==> src/rtl/msi_irq_dispatch.sv <==
module msi_irq_dispatch #(
  parameter logic [7:0] CAP_OFS = 8'h90,
  parameter logic [7:0] STS_OFS = 8'h04,
  parameter int         STS_BIT = 19
) (
  input  logic        clk,
  input  logic        rst_n,
  input  logic [7:0]  cfg_addr,
  input  logic [3:0]  cfg_be,
  input  logic        cfg_wr,
  input  logic [31:0] cfg_wdata,
  output logic [31:0] cfg_rdata,
  input  logic        pme_evt,
  output logic        msi_valid,
  input  logic        msi_ready,
  output logic [31:0] msi_addr,
  output logic [31:0] msi_data,
  output logic        inta,
  output logic        intx_sts
);

  localparam logic [5:0] CTRL_DW  = CAP_OFS[7:2];
  localparam logic [5:0] ADDR_DW  = CAP_OFS[7:2] + 6'd1;
  localparam logic [5:0] DATA_DW  = CAP_OFS[7:2] + 6'd2;
  localparam logic [5:0] STS_DW   = STS_OFS[7:2];
  localparam int         STS_BYTE = STS_BIT / 8;
  localparam logic [2:0] REQ_CNT  = 3'b000;

  logic        msi_en;
  logic [2:0]  grant;
  logic [29:0] maddr;
  logic [15:0] mdata;
  logic        sts;
  logic        pend;

  wire [5:0] dw      = cfg_addr[7:2];
  wire       wr_ctrl = cfg_wr && (dw == CTRL_DW);
  wire       wr_addr = cfg_wr && (dw == ADDR_DW);
  wire       wr_data = cfg_wr && (dw == DATA_DW);
  wire       wr_sts  = cfg_wr && (dw == STS_DW);
  wire       fire    = pme_evt && msi_en;
  wire       hs      = msi_valid && msi_ready;
  wire [15:0] ctrl_word = {9'd0, grant, REQ_CNT, msi_en};

  always_ff @(posedge clk or negedge rst_n) begin
    if (!rst_n) begin
      msi_en <= 1'b0;
      grant  <= 3'b000;
    end else if (wr_ctrl && cfg_be[2]) begin
      msi_en <= cfg_wdata[16];
      grant  <= cfg_wdata[22:20];
    end
  end

  always_ff @(posedge clk or negedge rst_n) begin
    if (!rst_n) begin
      maddr <= '0;
    end else if (wr_addr) begin
      if (cfg_be[0]) maddr[5:0]   <= cfg_wdata[7:2];
      if (cfg_be[1]) maddr[13:6]  <= cfg_wdata[15:8];
      if (cfg_be[2]) maddr[21:14] <= cfg_wdata[23:16];
      if (cfg_be[3]) maddr[29:22] <= cfg_wdata[31:24];
    end
  end

  always_ff @(posedge clk or negedge rst_n) begin
    if (!rst_n) begin
      mdata <= '0;
    end else if (wr_data) begin
      if (cfg_be[0]) mdata[7:0]  <= cfg_wdata[7:0];
      if (cfg_be[1]) mdata[15:8] <= cfg_wdata[15:8];
    end
  end

  always_ff @(posedge clk or negedge rst_n) begin
    if (!rst_n)
      sts <= 1'b0;
    else if (pme_evt && !msi_en)
      sts <= 1'b1;
    else if (wr_sts && cfg_be[STS_BYTE] && cfg_wdata[STS_BIT])
      sts <= 1'b0;
  end

  assign intx_sts = sts;
  assign inta     = sts;

  always_ff @(posedge clk or negedge rst_n) begin
    if (!rst_n) begin
      msi_valid <= 1'b0;
      pend      <= 1'b0;
      msi_addr  <= '0;
      msi_data  <= '0;
    end else if (!msi_valid) begin
      if (fire) begin
        msi_valid <= 1'b1;
        msi_addr  <= {maddr, 2'b00};
        msi_data  <= {16'd0, mdata};
      end
    end else if (hs) begin
      if (pend || fire) begin
        msi_addr <= {maddr, 2'b00};
        msi_data <= {16'd0, mdata};
        pend     <= 1'b0;
      end else begin
        msi_valid <= 1'b0;
      end
    end else if (fire) begin
      pend <= 1'b1;
    end
  end

  always_comb begin
    cfg_rdata = '0;
    if (dw == CTRL_DW)      cfg_rdata = {ctrl_word, 16'd0};
    else if (dw == ADDR_DW) cfg_rdata = {maddr, 2'b00};
    else if (dw == DATA_DW) cfg_rdata = {16'd0, mdata};
    else if (dw == STS_DW)  cfg_rdata = 32'(sts) << STS_BIT;
  end

endmodule

==> config.mk <==
export PLATFORM = sky130hd
export DESIGN_NAME = msi_irq_dispatch
export DESIGN_NICKNAME = d
export VERILOG_FILES = /design/src/rtl/msi_irq_dispatch.sv
export SDC_FILE = /design/constraint.sdc
export NUM_CORES = 1
export LEC_CHECK = 0
export BUFFER_PORTS_ARGS = -buffer_cell sky130_fd_sc_hd__buf_2
export CORE_MARGIN = 2
export CORE_UTILIZATION = 56
export CTS_BUF_LIST = sky130_fd_sc_hd__clkbuf_8
export DETAILED_ROUTE_END_ITERATION = 7
export HOLD_SLACK_MARGIN = 0.15
export PLACE_DENSITY = 0.88
export SLEW_MARGIN = 20
export SYNTH_ARGS = -nofsm -noshare
export SYNTH_HDL_FRONTEND = slang
export SYNTH_SLANG_ARGS = --single-unit
==> constraint.sdc <==
create_clock -name clk -period 2.63 [get_ports clk]
set_input_delay 0.263 -clock clk [delete_from_list [all_inputs] [get_ports clk]]
set_output_delay 0.263 -clock clk [all_outputs]
set_load 0.1 [all_outputs]
; ---- Word-level counts from Yosys, hierarchy flattened
; Cells that the tools add are included.
[totals]
out_inout_bits = 99
regBits = 117
wordCells = 64
input_bits = 49
[classes]
reduce_logical = 23
mux = 21
eq_ne = 7
[op_table]
columns = cell, count
row1 = 32-bit 2-to-1 mux, 10
row2 = 20-bit 2-to-1 mux, 2
row3 = 6-bit equality test (second input constant), 3
row4 = 2-bit AND reduction, 6
row5 = 1-bit logical AND, 10
row6 = 1-bit 2-to-1 mux, 9
row7 = 6-bit by 1-bit equality test with 1-bit output (second input constant), 1
row8 = 2-bit by 1-bit inequality test with 1-bit output (second input constant), 3
row9 = 3-bit AND reduction, 2
row10 = 2-bit nonzero test, 3
row11 = 1-bit logical NOT, 1
row12 = 1-bit logical OR, 1

; ---- Longest topological paths before layout
; Gate-level depths: netlist of run 1.
[depth]
depth_word = 6
depth_mapped = 5
mapped_depth_nobuf = 3

; ---- Worst setup path after synthesis of run 1
; No wires, ideal clock.
[synth_path]
path_kind = register -> register
from = reg msi_valid
to = reg msi_data[11]
synth_period_minus_slack_ns = 2.201
path_slack_ns = 0.429
t_arrival_ns = 2.075
setup_ns = 0.125
path_stages_with_launch = 5
required_time_ns = 2.505
n_path_buf = 1
cell_sequence = dfrtp_1 nand2_1 a22oi_4 buf_6 mux2_2
[synth_via]
elab_chain_len = 3
elab_cells_between_ends = 6
cone_classes = eq/ne (2) / mux (1) / reduce/logical (3)
[synth_rtl]
columns = item, line
row1 = start: declaration, 14  ; output logic msi_valid,
row2 = start signal: assignment, 89  ; msi_valid <= 1'b0;
row3 = start signal: assignment, 95  ; msi_valid <= 1'b1;
row4 = start signal: assignment, 105  ; msi_valid <= 1'b0;
row5 = 1-bit logical AND, 42  ; wire hs = msi_valid && msi_ready;
row6 = 2-bit by 1-bit inequality test with 1-bit output (no line), n/a
row7 = 3-bit AND reduction (no line), n/a
row8 = end signal: assignment, 97  ; msi_data <= {16'd0, mdata};
row9 = end signal: assignment, 102  ; msi_data <= {16'd0, mdata};
row10 = end: declaration, 17  ; output logic [31:0] msi_data,
; Several ways; a longest one is shown, not always the timed one.
; A chain may end at the register's enable or synchronous reset.

; ---- Worst setup path in the final report of run 1
[layout_path]
from = in cfg_addr[3]
to = out cfg_rdata[10]
[layout_via]
elab_chain_len = 4
elab_cells_between_ends = 6
cone_classes = eq/ne (3) / mux (3)
[layout_rtl]
columns = item, line
row1 = start: declaration, 8  ; input logic [7:0] cfg_addr,
row2 = 6-bit equality test, 116  ; else if (dw == DATA_DW) cfg_rdata = {16'd0, mdata};
row3 = 20-bit 2-to-1 mux, 116
row4 = 32-bit 2-to-1 mux, 115  ; else if (dw == ADDR_DW) cfg_rdata = {maddr, 2'b00};
row5 = 32-bit 2-to-1 mux (*), 114  ; if (dw == CTRL_DW) cfg_rdata = {ctrl_word, 16'd0};
row6 = end: declaration, 12  ; output logic [31:0] cfg_rdata,
; Mark *: on every way between the ends. The rest lies on a longest branch, timed or not.

==> flow_summary.toml, run 1 <==
[run_status]
status = "finished clean"

[synthesis]
yosys_warnings = 0
synth.distinct_cells = 26
syn_area_mm2 = 0.00429
syn-instance-count = 289
synth_most_common_cell = "dfrtp_1"
synth_edf_count = 0
synth-seq-cells = 99
ys_top_cells_by_count = "99 x dfrtp_1, 92 x mux2_2, 19 x buf_4, 18 x a22o_1, 13 x and2_1"
ys_seq_area_share_pct = 57.7
synth-async-reset-ratio_pct = 100
synth_top_cell_area_share_pct = 57.7
avgSynthCellArea_um2 = 14.9
synth_area_leader_cell = "dfrtp_1"
synthFlopType = "dfrtp_1"
synthTopCellsByArea = "dfrtp_1 58%, mux2_2 24%, a22o_1 3.7%, buf_4 3.3%, nor3_4 2.3%"

[routing]
drc = 0
routed_wl_mm = 9.56
drt_pass1_iterations = 4
routed_via_density = 5.32
dr_total_vias = 2903
avgRoutedWirePerCell_um = 17.5
drt_iter0_markers = 91
drtAntennaViolNets = 0

[floorplanning]
fp.dieH_um = 91.6
num_io_pins = 148
initial_utilization_pct = 58.6
rows = 31
die_w_um = 91.6
core-area_mm2 = 0.00733
floorplan.die_area_mm2 = 0.00838

[clocking]
htreeDepth = 3
cts_sinks = 99
hold_buffers = 18
clockBufferDepth = 2
clk_pin_slew_ps = 90
post_cts_resized = 0
cts_tree = "done"
cts_root_buffer = "clkbuf_8"
cts_setup_buffers = 0
cts_made_buffers = 9
clkLatencyLatePin_ps = 350

[worst_setup_path]
critical_path_buf_inv_count = 3
cp.arrival_ps = 1660
worst-setup-path-type = "input port to primary output"
cp-end-kind = "primary output"
worstPathRequired_ps = 2370
r2r_slack_ps = 880
slowest_stage = "nand2b_1"
crit_path_max_incr_delay_ps = 380
path_cells = "buf_2, nand2b_1, nor2_2, buf_4, a22o_1, buf_12"
cp-start-kind = "input port"
cp.depth = 6
worstPathMaxFanout = 14
rr_worst_depth = 4
cp_top_family = "simple AND/OR/NAND/NOR gates"

[flow_run]
cap_violations = 0

[placement]
dp_slack_ps = 698
portBuffers = 127
place.gp.congestion = 0.902
place_hpwl_mm = 6.69

[sta]
fin_crit_ps = 1930
slew_headroom_pct = 64.0
setup_tns_ps = 0
clock.fmax_mhz = 519
clock_skew_ps = 12.6
hold_violations = 0
drv_slew = 0
setup_viol = 0
grt_setup_unrepaired = "false"
max_slew.worst_pin.slew_ps = 540
setup_ws_ps = 704
post-route-period-util_pct = 73.2

[finish]
multi_input_area_mm2 = 0.00166
drive_gt1_share_pct = 55.7
num_antenna_cells = 0
nets = 491
nFillCells = 418
area_growth_pct = 35.5
register_area_mm2 = 0.00248

[power_and_ir_drop]
pwr-share-clk_pct = 23.1
power_switching_mw = 1.49
comb_power_share_pct = 30.1
internal_power_mw = 2.26
p_seq_share_pct = 46.8
swShare_pct = 39.7
vdd.ir_drop.worst_v = 0.000402
p_leak_nw = 3.03
power_density_mw_per_mm2 = 644

[min_path]
hold_path_class = "input port to register"
whs_path_depth = 2

[global_route]
grt_use_total_pct = 23.9
grt_pass1_vias = 3116
grt_start_max_net_pins = 60
grt_pass1_wl_mm = 15.7
gr-total-overflow = 0
antenna_found_initial = 0
## state kept, by name, indices dropped and copies added, names as in the netlist
signal     cells
inta           1
msi_valid      1
grant          3
msi_data      16
pend           1
maddr         30
msi_addr      30
mdata         16
msi_en         1
## routing by layer
layer  wire length, um  track usage, %
met3               695            6.56
met5                 0               0
met2              4740            40.0
met1              3980            30.2
met4               137            7.32
## metrics by stage
step                      instances  hold WS, ps  power (mW)  area, um^2  utilization [%]
after floorplan                 306        -32.6        2.69        4360                -
after global placement          510          264        2.86        5450             74.3
after detailed placement        510          275        2.89        5450             74.3
after CTS                       544          151        3.77        5800             79.1
after global routing            546          153        3.89        5820             79.4
final                           546          163        3.75        5820             79.4
## power by group through the flow
stage	registers, mW	clock network, mW	logic, mW
after CTS	1.76	0.886	1.13
after global routing	1.78	0.946	1.17
after floorplan	2.36	0	0.330
after detailed placement	1.79	0	1.11
after global placement	1.77	0	1.09
final	1.76	0.866	1.13
## cells by family after synthesis
logic type,after synthesis,synth area share (%)
buffers and inverters,30,5.27
flip-flops,99,57.7
AO/OA/AOI/OAI,24,4.92
AND/OR/NAND/NOR,39,6.85
other,1,0.0873
multiplexers,96,25.2
## worst reg2reg max path: stages, from the launching register on
cell and delay (ps):
dfrtp_1 470, nand2_1 140, a22oi_4 170, buf_4 430
mux2_2 420
## cells in the final DEF, fill, tap and decap left out
cell	n
clkinvlp_4	2
dlygate4sd3_1	20
nor2_1	3
nand2_1	8
a31oi_1	2
inv_1	4
buf_4	7
o21ai_0	1
or4_1	1
buf_2	94
mux2_1	4
a21oi_1	1
a32o_1	1
a22o_1	18
clkbuf_8	10
a22oi_4	1
buf_12	33
nor2_2	2
nand4bb_1	1
nor3_1	1
conb_1	18
mux2_2	92
nor3_4	6
nor2b_1	1
clkinv_4	1
dfrtp_1	99
nor4_4	1
nand2b_1	2
and2_1	13
## area by class of cell
| cell class | instances | share of cell area [%] |
|---|---|---|
| Clock buffer | 10 | 2.37 |
| Clock inverter | 6 | 0.602 |
| Inverter | 1 | 0.0645 |
| Multi-Input combinational cell | 177 | 28.5 |
| Sequential cell | 99 | 42.6 |
| Tap cell | 99 | 2.13 |
| Timing Repair Buffer | 154 | 23.8 |
## worst paths after layout
kind / start / end
worst max-delay path: cfg_addr[3] / cfg_rdata[10]
worst min-delay path: cfg_wdata[2] / mdata[2]$_DFFE_PN0P_
worst max register to register: msi_valid$_DFF_PN0_ / msi_addr[6]$_DFFE_PN0P_
worst min register to register: msi_data[9]$_DFFE_PN0P_ / msi_data[9]$_DFFE_PN0P_
max in group asynchronous: rst_n / mdata[10]$_DFFE_PN0P_
min in group asynchronous: rst_n / msi_data[9]$_DFFE_PN0P_
Note: power is estimated with default switching activity, not from simulation.
==> inputs of run 2 (changes only) <==
--- a/config.mk
+++ b/config.mk
@@ -5,13 +5,14 @@
 export SDC_FILE = /design/constraint.sdc
 export NUM_CORES = 1
 export LEC_CHECK = 0
+export ABC_AREA = 1
 export BUFFER_PORTS_ARGS = -buffer_cell sky130_fd_sc_hd__buf_2
 export CORE_MARGIN = 2
-export CORE_UTILIZATION = 56
+export CORE_UTILIZATION = 47
 export CTS_BUF_LIST = sky130_fd_sc_hd__clkbuf_8
 export DETAILED_ROUTE_END_ITERATION = 7
 export HOLD_SLACK_MARGIN = 0.15
-export PLACE_DENSITY = 0.88
+export PLACE_DENSITY = 0.78
 export SLEW_MARGIN = 20
 export SYNTH_ARGS = -nofsm -noshare
 export SYNTH_HDL_FRONTEND = slang
==> constraint.sdc (replaced) <==
create_clock -name clk -period 1.7 [get_ports clk]
set_input_delay 0.17 -clock clk [delete_from_list [all_inputs] [get_ports clk]]
set_output_delay 0.17 -clock clk [all_outputs]
set_load 0.1 [all_outputs]
==> run 2 against run 1 <==
Effect of this change: non-clock buffer count increased by 36; synthesized cell count increased by 84%; core utilization decreased by 7.4 points; clock skew increased by 9.0 ps; area after synthesis increased by 6.1%; critical endpoint is now maddr[27]$_DFFE_PN0P_; highest routed layer unchanged.
==> flow_summary.toml, run 2 <==
[sta]
setup_viol = 0
max_slew.worst_pin.slew_ps = 591
grt_setup_unrepaired = "false"
setup_ws_ps = 134
fin_crit_ps = 1570
slew_headroom_pct = 60.5
clock_skew_ps = 21.7
drv_slew = 0
clock.fmax_mhz = 639
post-route-period-util_pct = 92.1
hold_violations = 0

[finish]
reg_top3 = "maddr (30), msi_addr (30)"
mostFrequentLayoutCells = "186 x nand2_1, 97 x dfrtp_1, 94 x buf_2, 44 x inv_1"
post-route-util_pct = 72.0
drive_gt1_share_pct = 29.5
register_area_mm2 = 0.00248
area_growth_pct = 47.3
multi_input_area_mm2 = 0.00190
layout_commonest_cell = "nand2_1"
nFillCells = 662
nets = 753
num_antenna_cells = 0

[global_route]
grt_pass1_vias = 4264
grt_pass1_wl_mm = 21.1
grt_start_max_net_pins = 66
antenna_found_initial = 0
gr-total-overflow = 0
grt_use_total_pct = 26.4

[worst_setup_path]
worstPathRequired_ps = 2010
cp-start-kind = "input port"
cp-end-kind = "register"
cp.arrival_ps = 1870
worstPathMaxFanout = 8
rr_worst_depth = 6
worst-setup-path-type = "input port to register"

[synthesis]
ys_top_cells_by_count = "187 x nand2_1, 99 x dfrtp_1, 44 x o21ai_0, 43 x inv_1, 43 x nand4_1"
syn_area_mm2 = 0.00456
synth_edf_count = 0
ys_seq_area_share_pct = 54.4
synthFlopType = "dfrtp_1"
synth_area_leader_cell = "dfrtp_1"
synth_most_common_cell = "nand2_1"
synth-seq-cells = 99
synth.distinct_cells = 23
synthTopCellsByArea = "dfrtp_1 54%, nand2_1 15%, nand4_1 5.9%, o21ai_0 4.8%, inv_1 3.5%"
synth-async-reset-ratio_pct = 100
synth_top_cell_area_share_pct = 54.4
avgSynthCellArea_um2 = 8.58
syn-instance-count = 531
yosys_warnings = 0

[clocking]
clk_pin_slew_ps = 100
cts_made_buffers = 9
cts_tree = "done"
cts_sinks = 99
cts_root_buffer = "clkbuf_8"
clockBufferDepth = 2
htreeDepth = 3
clkLatencyLatePin_ps = 380

[placement]
place_hpwl_mm = 8.65
place.gp.congestion = 0.820
portBuffers = 127
dp_slack_ps = -4.69

[routing]
drt_iter0_markers = 268
drt_pass1_iterations = 5
drc = 0
routed_via_density = 5.14
routed_wl_mm = 13.1
dr_total_vias = 4308
avgRoutedWirePerCell_um = 15.6
drtAntennaViolNets = 0

[min_path]
hold_path_class = "input port to register"
whs_path_depth = 3

[floorplanning]
initial_utilization_pct = 48.9
die_w_um = 102
fp.dieH_um = 102
core-area_mm2 = 0.00933
floorplan.die_area_mm2 = 0.0105
rows = 35
num_io_pins = 148

[run_status]
status = "finished clean"

[power_and_ir_drop]
power_density_mw_per_mm2 = 1030
vdd.ir_drop.worst_v = 0.000569
p_leak_nw = 3.40

[flow_run]
cap_violations = 0
==> run 2: cell count changes after synthesis, moves of 8 or more <==
cell,before,now
inv_1,1,43
mux2_2,92,0
nand3_1,0,20
o21ai_0,1,44
nor2_1,4,16
clkbuf_1,1,16
a22o_1,18,0
nand4_1,0,43
and2_1,13,0
o21ai_2,0,8
nand2_1,8,187
==> run 2: kinds of logic (layout without fill, tap and decap cells) <==
logic type | count (synthesis) | count (layout) | synth area share (%)
and+or+nand+nor | 277 | 278 | 27.4
DFF | 99 | 99 | 54.4
buffers and inverters | 94 | 254 | 10.6
AOI/OAI and AO/OA | 60 | 60 | 7.52
other | 1 | 18 | 0.0823
==> run 2: per-stage QoR <==
stage / instances / total power, mW / cell area, um^2 / TNS (ps) / hold WS, ps
final: 838 / 6.93 / 6710 / 0 / 195
after global routing: 838 / 7.19 / 6710 / 0 / 207
after CTS: 836 / 6.92 / 6690 / 0 / 197
after detailed placement: 773 / 5.08 / 5980 / -5.30 / 104
after global placement: 773 / 5.03 / 5980 / 0 / 101
after floorplan: 548 / 4.63 / 4840 / -2280 / -126
==> run 2: per-layer routing <==
metal	up-vias	part of all wire (%)	GRT usage (%)
li1	2021	-	-
met1	2032	40	34.7
met2	220	51	43.4
met3	35	6.6	5.34
met4	0	2.3	9.95
met5	-	0	0
==> run 2: layout make-up <==
type,count,share of cell area [%]
clock buffers,9,1.84
clock inverters,7,1.73
inverters,48,2.72
repair buffers,190,26.1
flip-flops and latches,99,36.9
well taps,129,2.40
multi-input cells,356,28.3
==> run 2: path summary, 6_finish.rpt <==
check	start	endpoint	slack [ps]
min	cfg_be[0]	maddr[4]$_DFFE_PN0P_	200
max	cfg_addr[6]	maddr[27]$_DFFE_PN0P_	130
max reg2reg	msi_en$_DFFE_PN0P_	msi_data[10]$_DFFE_PN0P_	450
min reg2reg	msi_addr[8]$_DFFE_PN0P_	msi_addr[8]$_DFFE_PN0P_	480
max in group asynchronous	rst_n	msi_valid$_DFF_PN0_	760
min in group asynchronous	rst_n	msi_addr[30]$_DFFE_PN0P_	240
==> run 2: worst max-delay path: stages <==
cell	delay, ps
buf_2	110
nor2_2	190
nand2_4	140
nor2_4	150
buf_4	140
buf_4	160
nand4_1	120
dlygate4sd3_1	630
nand2_1	70
==> run 2: power breakdown <==
group | internal, mW | switching (mW) | total, mW | leakage, nW
sequential | 2.62 | 0.162 | 2.78 | 1.35
combinational | 0.388 | 1.95 | 2.33 | 1.92
clock | 0.978 | 0.834 | 1.81 | 0.125
total | 3.99 | 2.94 | 6.93 | 3.40
==> run 2: what timing repair did <==
item / 4_1_cts / 5_1_grt
pin swaps: 2 / 1
hold buffers: 43 / 0
buffers inserted: 3 / 2
gates cloned: 1 / 0
hold endpoints to repair: 152 / 0
setup endpoints to repair: 1 / 8
resized for setup: 1 / 2
==> inputs of run 3 (changes only) <==
--- a/config.mk
+++ b/config.mk
@@ -7,6 +7,7 @@
 export LEC_CHECK = 0
 export ABC_AREA = 1
 export BUFFER_PORTS_ARGS = -buffer_cell sky130_fd_sc_hd__buf_2
+export CORE_ASPECT_RATIO = 1.2
 export CORE_MARGIN = 2
 export CORE_UTILIZATION = 47
 export CTS_BUF_LIST = sky130_fd_sc_hd__clkbuf_8
==> run 3 against run 2 <==
Effect of this change: core utilization down 2.0 points; worst setup slack got worse by 63 ps; critical path type unchanged; global-route usage fell by 1.1 points; largest power group unchanged.
==> flow_summary.toml, run 3 (synthesis gave the netlist of run 2 again) <==
[run_status]
status = "finished clean"

[clocking]
clkLatencyLatePin_ps = 370
clk_pin_slew_ps = 100
cts_setup_buffers = 0
cts_tree = "done"
cts_root_buffer = "clkbuf_8"
cts_sinks = 99
cts_made_buffers = 9
clockBufferDepth = 2
htreeDepth = 3

[floorplanning]
die_w_um = 93.9
fp.dieH_um = 112
initial_utilization_pct = 48.1
floorplan.die_area_mm2 = 0.0105
num_io_pins = 148
rows = 39
core-area_mm2 = 0.00947

[finish]
drive_gt1_share_pct = 28.6
area_growth_pct = 45.2
stdcell_area_mm2 = 0.00662
nFillCells = 695
reg_top3 = "maddr (30), msi_addr (30)"
register_area_mm2 = 0.00248
layout_commonest_cell = "nand2_1"
final_cells = 826
mostFrequentLayoutCells = "186 x nand2_1, 97 x dfrtp_1, 94 x buf_2, 45 x inv_1"
post-route-util_pct = 69.9
nets = 747
num_antenna_cells = 0
multi_input_area_mm2 = 0.00189

[placement]
dp_cells = 766
portBuffers = 127
dp_slack_ps = 5.98
place.gp.congestion = 0.882
place_hpwl_mm = 8.37
place_area_mm2 = 0.00596

[worst_setup_path]
path_cells = "buf_2, nor2_1, nand2_2, nor2_8, buf_4, nand4_1, dlygate4sd3_1, nand2_1"
crit_path_max_incr_delay_ps = 600
cp-start-kind = "input port"
cp.arrival_ps = 1940
rr_worst_depth = 6
worstPathRequired_ps = 2020
slowest_stage = "dlygate4sd3_1"
cp-end-kind = "register"
worstPathMaxFanout = 12
worst-setup-path-type = "input port to register"

[sta]
hold_violations = 0
clock.fmax_mhz = 614
grt_setup_unrepaired = "false"
setup_viol = 0
setup_ws_ps = 71.2
slew_headroom_pct = 65.0
max_slew.worst_pin.slew_ps = 524
hold_ws_ps = 196
post-route-period-util_pct = 95.8
setup_tns_ps = 0
fin_crit_ps = 1630
drv_slew = 0
clock_skew_ps = 11.8

[global_route]
gr-total-overflow = 0
antenna_found_initial = 0
grt_use_total_pct = 25.3
grt_pass1_wl_mm = 20.8
grt_pass1_vias = 4350
grt_start_max_net_pins = 100

[routing]
drtAntennaViolNets = 0
drt_iter0_markers = 259
dr_total_vias = 4313
routed_via_density = 5.22
avgRoutedWirePerCell_um = 15.6
routed_wl_mm = 12.9
drc = 0
drt_pass1_iterations = 5

[power_and_ir_drop]
power_density_mw_per_mm2 = 1020
power_mw = 6.76
p_leak_nw = 3.35
vdd.ir_drop.worst_v = 0.000751

[flow_run]
cap_violations = 0

[min_path]
hold_path_class = "input port to register"
whs_path_depth = 3
==> run 3: routing by layer <==
layer  global-route usage [%]  part of all wire [%]
met5                        0                     0
met4                     12.9                   3.7
met3                     5.75                   6.4
met2                     41.2                    51
met1                     31.3                    38
==> run 3: timing repair <==
item | in CTS | in global routing
setup endpoints to repair | 0 | 22
hold buffers | 43 | 0
endpoints found under the hold margin | 152 | 0
gates resized for setup | 0 | 1
==> run 3: final cells by class <==
type	instances	share of cell area, %
inverters	48	2.76
flip-flops and latches	99	37.5
repair buffers	184	25.6
multi-input cells	356	28.6
clock inverters	6	1.23
clock buffers	10	2.08
well taps	123	2.32
==> run 3: worst paths after layout <==
check	startpoint	to	slack (ps)
setup / recovery	cfg_addr[6]	maddr[22]$_DFFE_PN0P_	70
hold / removal	cfg_be[0]	mdata[2]$_DFFE_PN0P_	200
setup reg to reg	msi_valid$_DFF_PN0_	msi_addr[28]$_DFFE_PN0P_	290
hold reg to reg	msi_addr[9]$_DFFE_PN0P_	msi_addr[9]$_DFFE_PN0P_	470
max in group asynchronous	rst_n	inta$_DFFE_PN0P_	890
min in group asynchronous	rst_n	msi_addr[17]$_DFFE_PN0P_	380
==> run 3: power breakdown <==
group | total (mW) | switching [mW] | internal [mW]
clock | 1.66 | 0.795 | 0.862
sequential | 2.78 | 0.163 | 2.62
combinational | 2.32 | 1.94 | 0.381
==> run 3: critical path: cells and delay by family <==
| family | cells | cell delay (ps) |
|---|---|---|
| buffers and inverters | 3 | 920 |
| and+or+nand+nor | 5 | 850 |
